### config.mk
export PLATFORM = sky130hd
export DESIGN_NAME = rxring_dma
export DESIGN_NICKNAME = d
export VERILOG_FILES = /design/src/rtl/rxr_pkg.sv /design/src/rtl/rxr_regs.sv /design/src/rtl/rxr_ring_ptr.sv /design/src/rtl/rxr_close_timer.sv /design/src/rtl/rxring_dma.sv
export SDC_FILE = /design/constraint.sdc
export NUM_CORES = 1
export LEC_CHECK = 0
export CAP_MARGIN = 5
export CORE_ASPECT_RATIO = 0.5
export CORE_MARGIN = 2
export CORE_UTILIZATION = 30
export CTS_BUF_LIST = sky130_fd_sc_hd__clkbuf_4 sky130_fd_sc_hd__clkbuf_8
export CTS_CLUSTER_DIAMETER = 40
export DETAILED_ROUTE_END_ITERATION = 10
export PLACE_DENSITY = 0.57
export SYNTH_ARGS = -nofsm -noshare
export SYNTH_HDL_FRONTEND = slang
export SYNTH_SLANG_ARGS = --single-unit
### constraint.sdc
create_clock -name clk -period 4.2 [get_ports clk]
set_clock_uncertainty 0.15 [all_clocks]
set_input_delay 1.26 -clock clk [delete_from_list [all_inputs] [get_ports clk]]
set_output_delay 1.26 -clock clk [all_outputs]
set_load 0.005 [all_outputs]
### src/rtl/rxr_pkg.sv
package rxr_pkg;
   typedef enum logic [1:0] {
      MODE_OFF = 2'b00,
      MODE_EOF = 2'b01,
      MODE_RUN = 2'b10,
      MODE_RSV = 2'b11
   } rx_mode_e;

   typedef enum logic [1:0] {
      ST_WAIT,
      ST_FETCH,
      ST_FILL,
      ST_POST
   } rx_state_e;

   localparam int unsigned PHYS_W       = 36;
   localparam int unsigned CFG_MODE_LSB = 30;
   localparam int unsigned CFG_LOG_LSB  = 20;
   localparam int unsigned CFG_SIZE_LSB = 16;
   localparam int unsigned CFG_DEST_LSB = 12;
   localparam int unsigned CFG_TMO_LSB  = 4;
   localparam int unsigned CFG_TMO_W    = 8;
   localparam int unsigned IDLE_BIT     = 24;

   localparam logic [2:0] RA_CFG  = 3'd0;
   localparam logic [2:0] RA_BASE = 3'd1;
   localparam logic [2:0] RA_WIDX = 3'd2;
   localparam logic [2:0] RA_STAT = 3'd3;
   localparam logic [2:0] RA_IDLE = 3'd4;
endpackage

### src/rtl/rxr_regs.sv
module rxr_regs import rxr_pkg::*; #(
   parameter int unsigned IDX_W    = 12,
   parameter int unsigned STEP_LOG = 3
) (
   input  logic             clk,
   input  logic             rst_n,
   input  logic             we,
   input  logic [2:0]       addr,
   input  logic [31:0]      wdata,
   input  logic             idle,
   input  logic [IDX_W-1:0] rd_idx,
   output logic [31:0]      cfg,
   output logic [27:0]      ring_base,
   output logic [IDX_W-1:0] widx,
   output logic [31:0]      stat_base,
   output logic [31:0]      rdata
);
   logic [IDX_W-1:0] widx_in;

   initial begin
      assert (IDX_W <= 32 && STEP_LOG < IDX_W)
         else $error("rxr_regs: bad index parameters");
   end

   generate
      if (STEP_LOG == 0) begin : g_no_round
         assign widx_in = wdata[IDX_W-1:0];
      end else begin : g_round
         assign widx_in = {wdata[IDX_W-1:STEP_LOG], {STEP_LOG{1'b0}}};
      end
   endgenerate

   always_ff @(posedge clk or negedge rst_n) begin
      if (!rst_n) begin
         cfg       <= '0;
         ring_base <= '0;
         widx      <= '0;
         stat_base <= '0;
      end else if (we) begin
         case (addr)
            RA_CFG:  cfg       <= wdata;
            RA_BASE: ring_base <= wdata[27:0];
            RA_WIDX: widx      <= widx_in;
            RA_STAT: stat_base <= wdata;
            default: ;
         endcase
      end
   end

   always_comb begin
      case (addr)
         RA_CFG:  rdata = cfg;
         RA_BASE: rdata = {4'h0, ring_base};
         RA_WIDX: rdata = 32'(widx);
         RA_STAT: rdata = stat_base;
         RA_IDLE: rdata = 32'(rd_idx) | (32'(idle) << IDLE_BIT);
         default: rdata = '0;
      endcase
   end
endmodule

### src/rtl/rxr_ring_ptr.sv
module rxr_ring_ptr #(
   parameter int unsigned IDX_W   = 12,
   parameter int unsigned LOG_MIN = 5,
   parameter int unsigned LOG_MAX = 12
) (
   input  logic             clk,
   input  logic             rst_n,
   input  logic [3:0]       log_field,
   input  logic [IDX_W-1:0] widx,
   input  logic             advance,
   output logic [IDX_W-1:0] rd_idx,
   output logic             avail
);
   logic [3:0]       eff_log;
   logic [IDX_W:0]   one_sh;
   logic [IDX_W-1:0] mask;

   initial begin
      assert (LOG_MIN >= 1 && LOG_MIN <= LOG_MAX && LOG_MAX <= IDX_W && LOG_MAX < 16)
         else $error("rxr_ring_ptr: bad ring size limits");
   end

   always_comb begin
      if (log_field < 4'(LOG_MIN))      eff_log = 4'(LOG_MIN);
      else if (log_field > 4'(LOG_MAX)) eff_log = 4'(LOG_MAX);
      else                              eff_log = log_field;
   end

   assign one_sh = (IDX_W+1)'(1) << eff_log;
   assign mask   = one_sh[IDX_W-1:0] - IDX_W'(1);
   assign avail  = (widx & mask) != rd_idx;

   always_ff @(posedge clk or negedge rst_n) begin
      if (!rst_n)       rd_idx <= '0;
      else if (advance) rd_idx <= (rd_idx + IDX_W'(1)) & mask;
   end


   idx_step_chk: assert property (@(posedge clk) disable iff (!rst_n)
      advance |=> rd_idx == (($past(rd_idx) + IDX_W'(1)) & $past(mask)))
      else $error("read index did not step by one modulo ring size");


   idx_hold_chk: assert property (@(posedge clk) disable iff (!rst_n)
      !advance |=> $stable(rd_idx))
      else $error("read index moved without a closed buffer");
endmodule

### src/rtl/rxr_close_timer.sv
module rxr_close_timer #(
   parameter int unsigned CYC_PER_TICK = 1600,
   parameter int unsigned TMO_W        = 8
) (
   input  logic             clk,
   input  logic             rst_n,
   input  logic             arm,
   input  logic             kick,
   input  logic [TMO_W-1:0] limit,
   output logic             expire
);
   logic             tick;
   logic [TMO_W-1:0] cnt;

   initial begin
      assert (CYC_PER_TICK >= 1) else $error("rxr_close_timer: tick must be >= 1 cycle");
   end

   generate
      if (CYC_PER_TICK == 1) begin : g_direct
         assign tick = arm && !kick;
      end else begin : g_prescale
         localparam int unsigned PS_W = $clog2(CYC_PER_TICK);
         logic [PS_W-1:0] pcnt;
         assign tick = arm && !kick && (pcnt == PS_W'(CYC_PER_TICK - 1));
         always_ff @(posedge clk or negedge rst_n) begin
            if (!rst_n)                pcnt <= '0;
            else if (!arm || kick || tick) pcnt <= '0;
            else                       pcnt <= pcnt + PS_W'(1);
         end
      end
   endgenerate

   always_ff @(posedge clk or negedge rst_n) begin
      if (!rst_n)                      cnt <= '0;
      else if (!arm || kick)           cnt <= '0;
      else if (tick && cnt != limit)   cnt <= cnt + TMO_W'(1);
   end

   assign expire = arm && (limit != '0) && (cnt == limit);


   tmo_restart_chk: assert property (@(posedge clk) disable iff (!rst_n)
      kick |=> !expire)
      else $error("timeout fired right after an accepted byte");
endmodule

### src/rtl/rxring_dma.sv
module rxring_dma import rxr_pkg::*; #(
   parameter int unsigned IDX_W        = 12,
   parameter int unsigned LOG_MIN      = 5,
   parameter int unsigned LOG_MAX      = 12,
   parameter int unsigned STEP_LOG     = 3,
   parameter int unsigned BUF_UNIT     = 4096,
   parameter int unsigned CYC_PER_TICK = 1600
) (
   input  logic              clk,
   input  logic              rst_n,
   input  logic              reg_we,
   input  logic [2:0]        reg_addr,
   input  logic [31:0]       reg_wdata,
   output logic [31:0]       reg_rdata,
   output logic              mem_req,
   output logic              mem_we,
   output logic [PHYS_W-1:0] mem_addr,
   output logic [31:0]       mem_wdata,
   input  logic              mem_gnt,
   input  logic [31:0]       mem_rdata,
   input  logic              rx_valid,
   input  logic              rx_last,
   output logic              rx_ready,
   output logic [PHYS_W-1:0] buf_addr,
   output logic              irq
);
   localparam int unsigned FILL_W = $clog2(4 * BUF_UNIT) + 1;

   initial begin
      assert (BUF_UNIT >= 1 && IDX_W <= 30)
         else $error("rxring_dma: bad buffer or index parameters");
   end

   logic [31:0]       cfg;
   logic [27:0]       ring_base;
   logic [IDX_W-1:0]  widx;
   logic [IDX_W-1:0]  rd_idx;
   logic [31:0]       stat_base;
   rx_mode_e          mode;
   logic [1:0]        size_sel;
   logic [1:0]        dest;
   logic [3:0]        log_f;
   logic [CFG_TMO_W-1:0] tmo_lim;
   rx_state_e         state;
   logic              in_frame, accept_en, beat, last_byte, close;
   logic              tmo_fire, idle, avail, arm;
   logic [FILL_W-1:0] fill, buf_bytes;

   assign mode     = rx_mode_e'(cfg[CFG_MODE_LSB +: 2]);
   assign size_sel = cfg[CFG_SIZE_LSB +: 2];
   assign dest     = cfg[CFG_DEST_LSB +: 2];
   assign log_f    = cfg[CFG_LOG_LSB +: 4];
   assign tmo_lim  = cfg[CFG_TMO_LSB +: CFG_TMO_W];

   rxr_regs #(.IDX_W(IDX_W), .STEP_LOG(STEP_LOG)) regs_i (
      .clk(clk), .rst_n(rst_n), .we(reg_we), .addr(reg_addr), .wdata(reg_wdata),
      .idle(idle), .rd_idx(rd_idx), .cfg(cfg), .ring_base(ring_base),
      .widx(widx), .stat_base(stat_base), .rdata(reg_rdata)
   );

   rxr_ring_ptr #(.IDX_W(IDX_W), .LOG_MIN(LOG_MIN), .LOG_MAX(LOG_MAX)) ptr_i (
      .clk(clk), .rst_n(rst_n), .log_field(log_f), .widx(widx),
      .advance(close), .rd_idx(rd_idx), .avail(avail)
   );

   rxr_close_timer #(.CYC_PER_TICK(CYC_PER_TICK), .TMO_W(CFG_TMO_W)) tmr_i (
      .clk(clk), .rst_n(rst_n), .arm(arm), .kick(beat),
      .limit(tmo_lim), .expire(tmo_fire)
   );

   assign accept_en = (mode == MODE_RUN) || (mode == MODE_EOF && in_frame);
   assign rx_ready  = (state == ST_FILL) && accept_en;
   assign beat      = rx_ready && rx_valid;
   assign buf_bytes = FILL_W'(BUF_UNIT) * FILL_W'({1'b0, size_sel} + 3'd1);
   assign last_byte = beat && (rx_last || (fill + FILL_W'(1)) >= buf_bytes);
   assign arm       = (state == ST_FILL) && (fill != '0);
   assign close     = last_byte || (arm && tmo_fire && !beat);
   assign idle      = (state == ST_WAIT || state == ST_FILL) && !accept_en;

   assign mem_req   = (state == ST_FETCH) || (state == ST_POST);
   assign mem_we    = (state == ST_POST);

   always_comb begin
      mem_addr  = '0;
      mem_wdata = '0;
      if (state == ST_FETCH) begin
         mem_addr = {ring_base, 8'h00} + PHYS_W'({rd_idx, 2'b00});
      end else if (state == ST_POST) begin
         mem_addr  = {stat_base, 4'h0};
         mem_wdata = 32'(rd_idx);
      end
   end

   always_ff @(posedge clk or negedge rst_n) begin
      if (!rst_n) begin
         state    <= ST_WAIT;
         fill     <= '0;
         in_frame <= 1'b0;
         buf_addr <= '0;
         irq      <= 1'b0;
      end else begin
         irq <= 1'b0;
         if (beat) in_frame <= !rx_last;
         case (state)
            ST_WAIT:  if (avail && accept_en) state <= ST_FETCH;
            ST_FETCH: if (mem_gnt) begin
                         buf_addr <= {mem_rdata[27:0], 8'h00};
                         fill     <= '0;
                         state    <= ST_FILL;
                      end
            ST_FILL:  begin
                         if (beat)  fill  <= fill + FILL_W'(1);
                         if (close) state <= ST_POST;
                      end
            ST_POST:  if (mem_gnt) begin
                         state <= ST_WAIT;
                         irq   <= (dest == 2'b01);
                      end
            default:  state <= ST_WAIT;
         endcase
      end
   end


   req_hold_chk: assert property (@(posedge clk) disable iff (!rst_n)
      (mem_req && !mem_gnt) |=> (mem_req && $stable(mem_addr) && $stable(mem_we)))
      else $error("memory request changed before grant");


   ready_mode_chk: assert property (@(posedge clk) disable iff (!rst_n)
      rx_ready |-> (mode == MODE_RUN || mode == MODE_EOF))
      else $error("stream accepted while channel stopped");


   irq_src_chk: assert property (@(posedge clk) disable iff (!rst_n)
      irq |-> $past(mem_req && mem_we && mem_gnt))
      else $error("interrupt without a granted status write");


   eof_pause_chk: assert property (@(posedge clk) disable iff (!rst_n)
      (mode == MODE_EOF && $past(mode == MODE_EOF) && $past(rx_valid && rx_ready && rx_last))
      |-> !rx_ready)
      else $error("stream still accepted after frame end in pause-at-frame-end mode");
endmodule

==> results of run 1 <==
[worst max-delay path, stage by stage (launching register included)]
cell and delay, ns:
dfrtp_1 0.42, ha_1 0.28, a21o_1 0.18, a21o_1 0.20
a2111oi_4 0.37, nand2b_4 0.21, buf_12 0.12, buf_12 0.11
nor3_2 0.04, xnor2_1 0.24, o21ai_1 0.12, buf_2 0.14
[per-layer routing]
| layer | vias to the layer above | routed length, um |
|---|---|---|
| li1 | 4055 | - |
| met1 | 4366 | 14220 |
| met2 | 216 | 16100 |
| met3 | 42 | 1295 |
| met4 | 0 | 757 |
| met5 | - | 0 |
[Yosys cell counts (all sizes together) (3+ instances only)]
cell type  instances
dfrtp            179
mux2             130
nand2             82
nor2              81
o21ai             70
clkbuf            51
buf               46
xnor2             42
a21oi             36
nand3             34
mux2i             32
inv               31
xor2              23
nor3              22
ha                21
and2              18
and3              17
nand4             15
a31oi             12
nor3b             11
o22ai             10
nor4               9
a22o               8
a211oi             7
nand2b             7
a22oi              5
nand3b             5
a21o               4
nor2b              4
o211ai             4
a2111oi            3
nor4b              3
o21a               3
o31ai              3
or2                3
[state kept, by name, indices dropped and copies added, names as in the netlist]
signal and cells:
regs_i.cfg 32, regs_i.stat_base 32, buf_addr 28, regs_i.ring_base 28
fill 15, ptr_i.rd_idx 12, tmr_i.g_prescale.pcnt 11, regs_i.widx 9
tmr_i.cnt 8, state 2, in_frame 1, irq 1
[logic make-up after synthesis]
logic type | after synthesis
AOI/OAI and AO/OA | 179
xor gates and xnor gates | 65
adders and majority gates | 22
buffers and inverters | 129
DFF | 179
muxes | 162
other | 2
and+or+nand+nor | 318
[what timing repair did]
action	4_1_cts	5_1_grt
pin swaps	39	29
gates cloned	1	0
hold buffers	0	0
gates resized for setup	132	29
setup endpoints to repair	23	28
buffers inserted	10	2
[stage by stage]
step                  util  hold WS (ns)
floorplan                -        0.2929
global placement    0.3787        0.3133
detailed placement  0.3787        0.3333
CTS                 0.3945        0.3459
global route        0.3970        0.3748
finish              0.3970        0.3419
[path summary, 6_finish.rpt]
kind / from / to
worst max-delay path: ptr_i.rd_idx[7] / mem_addr[27]
worst min-delay path: tmr_i.g_prescale.pcnt[0] / tmr_i.g_prescale.pcnt[0]
worst max register to register: fill[2] / state[1]
worst min register to register: tmr_i.g_prescale.pcnt[0] / tmr_i.g_prescale.pcnt[0]
max in group asynchronous: rst_n / buf_addr[26]
min in group asynchronous: rst_n / buf_addr[11]
[layout make-up]
class	instances	area, um2
clock buffers	18	247.7
clock inverters	14	151.4
fillers	3394	20750
inverters	32	120.1
multi-input cells	778	5699
flip-flops and latches	179	4481
well taps	475	594.3
repair buffers	254	2369
[report_power, final]
part,switching [mW],internal [mW]
registers,0.414,2.13
logic,1.22,1.39
clock network,0.699,0.550
==> summary.md, run 1 <==
| Metric | Value |
|---|---|
| Outcome | finished, violations left |
| Violated checks | setup timing |
| Lkg Pwr | 5.718 nW |
| Synth area leaders | dfrtp_1, mux2_2, xnor2_1, o21ai_0, mux2i_1 |
| Fin crit share | 1.032 |
| Largest family of logic cells by synthesized area | multiplexers |
| 1st-pass router iterations | 6 |
| Setup_tns | -1.023 ns |
| First-pass GRT wire length | 49740 um |
| Worst Tran Pin Value | 0.7486 ns |
| Synth Area per Inst | 9.915 um2 |
| HPWL Detailed | 23900 um |
| Tot GR Track Use | 0.1787 |
| Max-Cap Viols | 0 |
| Commonest non-fill, non-tap cells in the layout | dfrtp_1, clkdlybuf4s50_1, mux2_2, nand2_1, nor2_1 |
| Largest net degree at the start of global routing | 72 |
| Met1 Resource Use GR | 0.2270 |
| Share of layout cells above drive strength 1 | 0.2455 |
| Initial Util | 0.3042 |
| Synth Area in Adders | 0.02701 |
| Hold path depth | 1 |
| Post-synthesis compound-gate area fraction | 0.1061 |
| Crit start category | flop |
| Synth Cell Area | 10470 um2 |
| Top cell type's share of synthesized area | 0.4278 |
| Placed cells | 1707 |
| Met3 Use GR | 0.03641 |
| Post-synthesis mux area share | 0.1704 |
| Wirelength per Cell | 18.50 um |
| RSZ-0062 raised after global routing | true |
| Rows | 48 |
| Cell area after placement | 13030 um2 |
| Clk buf depth | 2 |
| CP Class | reg -> out |
| Top Usage Layer GRT | met2 |
| Setup WS post-layout | -0.1356 ns |
| Commonest non-fill, non-tap cell in the layout | dfrtp_1 |
| GRT met2 Usage | 0.3059 |
| Sequential-to-total area share from yosys stat | 0.4278 |
| GRT overflow | 0 |
| Iteration-0 DRC Markers | 506 |
| Max_slew headroom | 0.4999 |
| RePlAce Congestion | 0.8685 |
| Core Box Area | 34410 um2 |
| CTS root buffer | clkbuf_8 |
| Final setup violation count | 14 |
| ANT cells | 0 |
| Worst r2r path cells | 13 |
| EDFF count, synth | 0 |
| Post-Layout Cell Count | 1750 |
| Post-synthesis simple-gate area fraction | 0.1530 |
| Final Hold Fails | 0 |
| Fin nets | 1357 |
| Antenna violations before repair | 0 |
| Warning count from the yosys run | 0 |
| Leading area contributor after synthesis | dfrtp_1 |
| Vias per cell | 4.959 |
| Hold Crit Class | reg -> reg |
| Worst ir drop on vdd | 254.7 uV |
| Place WS | -0.1477 ns |
| Drt total wl | 32370 um |
| Worst skew pair latency | 0.51 ns |
| P&R area growth vs syn | 30.49% |
| CTS sink count | 179 |
| Die ar. | 36500 um2 |
| XOR/XNOR Fraction of Synth Area | 0.05437 |
| CTS tree | done |
| Via count | 8679 |
| Vias in the first global route | 8662 |
| Cts bufs inserted | 17 |
| Most used flip-flop cell after synthesis | dfrtp_1 |
| Max-slew violations | 0 |
| IO Count | 213 |
| Crit path max fanout | 4 |
| Critical Path End Type | primary output |
| Power Dens Cells | 468.5 nW/um2 |
| Async S/R FF share, synth | 1.000 |
| Total Power | 6.401 mW |
| ANT nets after route | 0 |
| H-tree Lvls | 4 |
| Die W | 268.2 um |
| Seq cells post-synth | 179 |
| Final min period | 4.336 ns |
| Fmax achieved | 0.2307 GHz |
| Post-route cell area | 13660 um2 |
| Critical Path RT | 2.79 ns |
| Reg-to-reg slack, setup | 0.39 ns |
| DRC violations left | 0 |
| IO Port Bufs | 178 |
| Die height | 136.1 um |
| Cells after Synth | 1056 |
| Synth unique cells | 69 |
| Worst-path clk slew | 0.10 ns |
| Worst Path Arrival | 2.93 ns |
Note: power is estimated with default switching activity, not from simulation.
==> run 2, diff against run 1 <==
Settings changed: SKIP_LAST_GASP set to 1, SLEW_MARGIN set to 20.
==> run 2 against run 1 <==
Compared with the run above: the flow still finishes with violations (setup timing); sequential power hardly changed; die area unchanged; setup slack improved by 0.0071 ns; clock-buffer cell count unchanged; largest power group unchanged.
==> summary.md, run 2 (same netlist as run 1, synthesis figures left out) <==
| Metric | Value |
|---|---|
| Worst reg2reg path startpoint | fill[2] |
| Die height | 136.1 um |
| Crit path max fanout | 4 |
| Fin crit share | 1.031 |
| Worst setup path end | mem_addr[21] |
| Commonest non-fill, non-tap cells in the layout | dfrtp_1, clkdlybuf4s50_1, mux2_2, nand2_1, nor2_1 |
| Placed cells | 1707 |
| HPWL Detailed | 23900 um |
| Commonest non-fill, non-tap cell in the layout | dfrtp_1 |
| Max_slew headroom | 0.4832 |
| Clk buf depth | 2 |
| Power Dens Cells | 469.0 nW/um2 |
| Via count | 8611 |
| Critical Path RT | 2.79 ns |
| # hold bufs at CTS | 0 |
| IO Port Bufs | 178 |
| Die W | 268.2 um |
| Cts bufs inserted | 17 |
| Cell area after placement | 13030 um2 |
| Lkg Pwr | 5.730 nW |
| Worst r2r path cells | 13 |
| Worst skew pair latency | 0.51 ns |
| Critical path's slowest cell | dfrtp_1 |
| Sequential share of power | 0.397 |
| 1st-pass router iterations | 5 |
| Worst ir drop on vdd | 251.5 uV |
| Worst-path clk slew | 0.10 ns |
| Vias in the first global route | 8652 |
| Critical Path End Type | primary output |
| Crit path cell chain | ha_1 -> a21o_1 -> a21o_1 -> a2111oi_4 -> nand2b_4 -> buf_12 -> buf_12 -> nor3_1 -> xnor2_1 -> o21ai_1 -> buf_2 |
| RSZ-0062 raised after global routing | true |
| Setup WS post-layout | -0.1284 ns |
| Wirelength per Cell | 18.40 um |
| H-tree Lvls | 4 |
| Post-Layout Cell Count | 1751 |
| WP depth | 11 |
| Drt total wl | 32230 um |
| Setup_tns | -0.9792 ns |
| Worst path top cell family by delay | compound AO/OA/AOI/OAI gates |
| Antenna violations before repair | 0 |
| R2R Path End | state[1] |
| Crit start category | flop |
| Iteration-0 DRC Markers | 568 |
| CP Class | reg -> out |
| Hold Crit Class | reg -> reg |
| Post-route cell area | 13640 um2 |
| NetSw | 2.321 mW |
| GRT overflow | 0 |
| CTS root buffer | clkbuf_8 |
| Internal Power | 4.077 mW |
| P&R area growth vs syn | 30.29% |
| CTS sink count | 179 |
| Vias per cell | 4.918 |
| Rows | 48 |
| Switching Share | 0.3628 |
| CTS tree | done |
| Fmax achieved | 0.2310 GHz |
| RePlAce Congestion | 0.8685 |
| Outcome | finished, violations left |
| Tot GR Track Use | 0.1787 |
| Crit. Startpoint | ptr_i.rd_idx[7] |
| Power share of the clock group | 0.195 |
| Violated checks | setup timing |
| Worst Path Arrival | 2.92 ns |
| Filler Cell Count | 3391 |
| Largest net degree at the start of global routing | 72 |
| Largest registers | regs_i.cfg (32), regs_i.stat_base (32) |
| Final Hold Fails | 0 |
| ANT nets after route | 0 |
| Worst Tran Pin Value | 0.7735 ns |
| Core Box Area | 34410 um2 |
| Combinational power share | 0.407 |
| DRC violations left | 0 |
| First-pass GRT wire length | 49710 um |
| Reg-to-reg slack, setup | 0.40 ns |
| Fin nets | 1358 |
| IO Count | 213 |
| Die ar. | 36500 um2 |
| Share of layout cells above drive strength 1 | 0.2406 |
| ANT cells | 0 |
| Final setup violation count | 14 |
| Peak per-stage delay on the critical path | 0.42 ns |
| Final min period | 4.328 ns |
| Initial Util | 0.3042 |
| Count of buffer and inverter cells on the critical path | 3 |
| Max-Cap Viols | 0 |
| Max-slew violations | 0 |
-- run 2: area by class of cell --
cell class	count	area (um2)	area share
inverters	32	120.1	0.008805
flip-flops and latches	179	4481	0.3284
multi-input cells	778	5667	0.4154
clock inverters	14	151.4	0.01110
well taps	475	594.3	0.04357
clock buffers	18	247.7	0.01816
repair buffers	255	2381	0.1745
-- run 2: worst min-delay path by stage --
stage	start	endpoint	slack [ns]	depth (start not counted)
2_1_floorplan	in_frame	in_frame	0.29	2
3_3_place_gp	in_frame	in_frame	0.31	2
3_5_place_dp	tmr_i.g_prescale.pcnt[0]	tmr_i.g_prescale.pcnt[0]	0.33	1
4_1_cts	tmr_i.g_prescale.pcnt[0]	tmr_i.g_prescale.pcnt[0]	0.35	1
5_1_grt	regs_i.cfg[14]	regs_i.cfg[14]	0.37	1
6_report	tmr_i.g_prescale.pcnt[0]	tmr_i.g_prescale.pcnt[0]	0.34	1
-- run 2: per-layer routing --
layer | track usage | vias to the layer above | wire, um
met3 | 0.03641 | 40 | 1347
met2 | 0.3056 | 210 | 15950
met4 | 0.05680 | 0 | 753
li1 | - | 4060 | -
met5 | 0 | - | 0
met1 | 0.2270 | 4301 | 14180
-- run 2: metrics by stage --
stage	util	worst slack, ns	power, mW	hold slack, ns
after floorplan	-	0.3171	3.720	0.2929
after global placement	0.3787	-0.2045	5.085	0.3133
after detailed placement	0.3787	-0.1477	5.147	0.3333
after CTS	0.3941	-0.1743	6.422	0.3459
after global routing	0.3964	-0.2893	6.797	0.3748
final	0.3964	-0.1284	6.398	0.3405
-- run 2: timing repair --
item | in CTS | in global routing
setup endpoints to repair | 23 | 28
hold endpoints to repair | 0 | 0
resized for setup | 125 | 23
cloned | 1 | 0
buffers inserted | 10 | 2
pin swaps | 38 | 27
-- run 2: power by group through the flow --
stage                     clock, mW  sequential [mW]  combinational (mW)
after floorplan                   0             2.41                1.31
after global placement            0             2.54                2.54
after detailed placement          0             2.57                2.58
after CTS                      1.29             2.53                2.60
after global routing           1.37             2.60                2.83
final                          1.25             2.54                2.61
-- run 2: worst register-to-register path: cells and delay by family, from the launching register on --
kind	cells	cell delay [ns]
muxes	1	0.37
AOI/OAI and AO/OA	4	1.08
and+or+nand+nor	6	1.11
xor gates and xnor gates	1	0.22
adders and majority gates	1	0.28
DFF	1	0.48
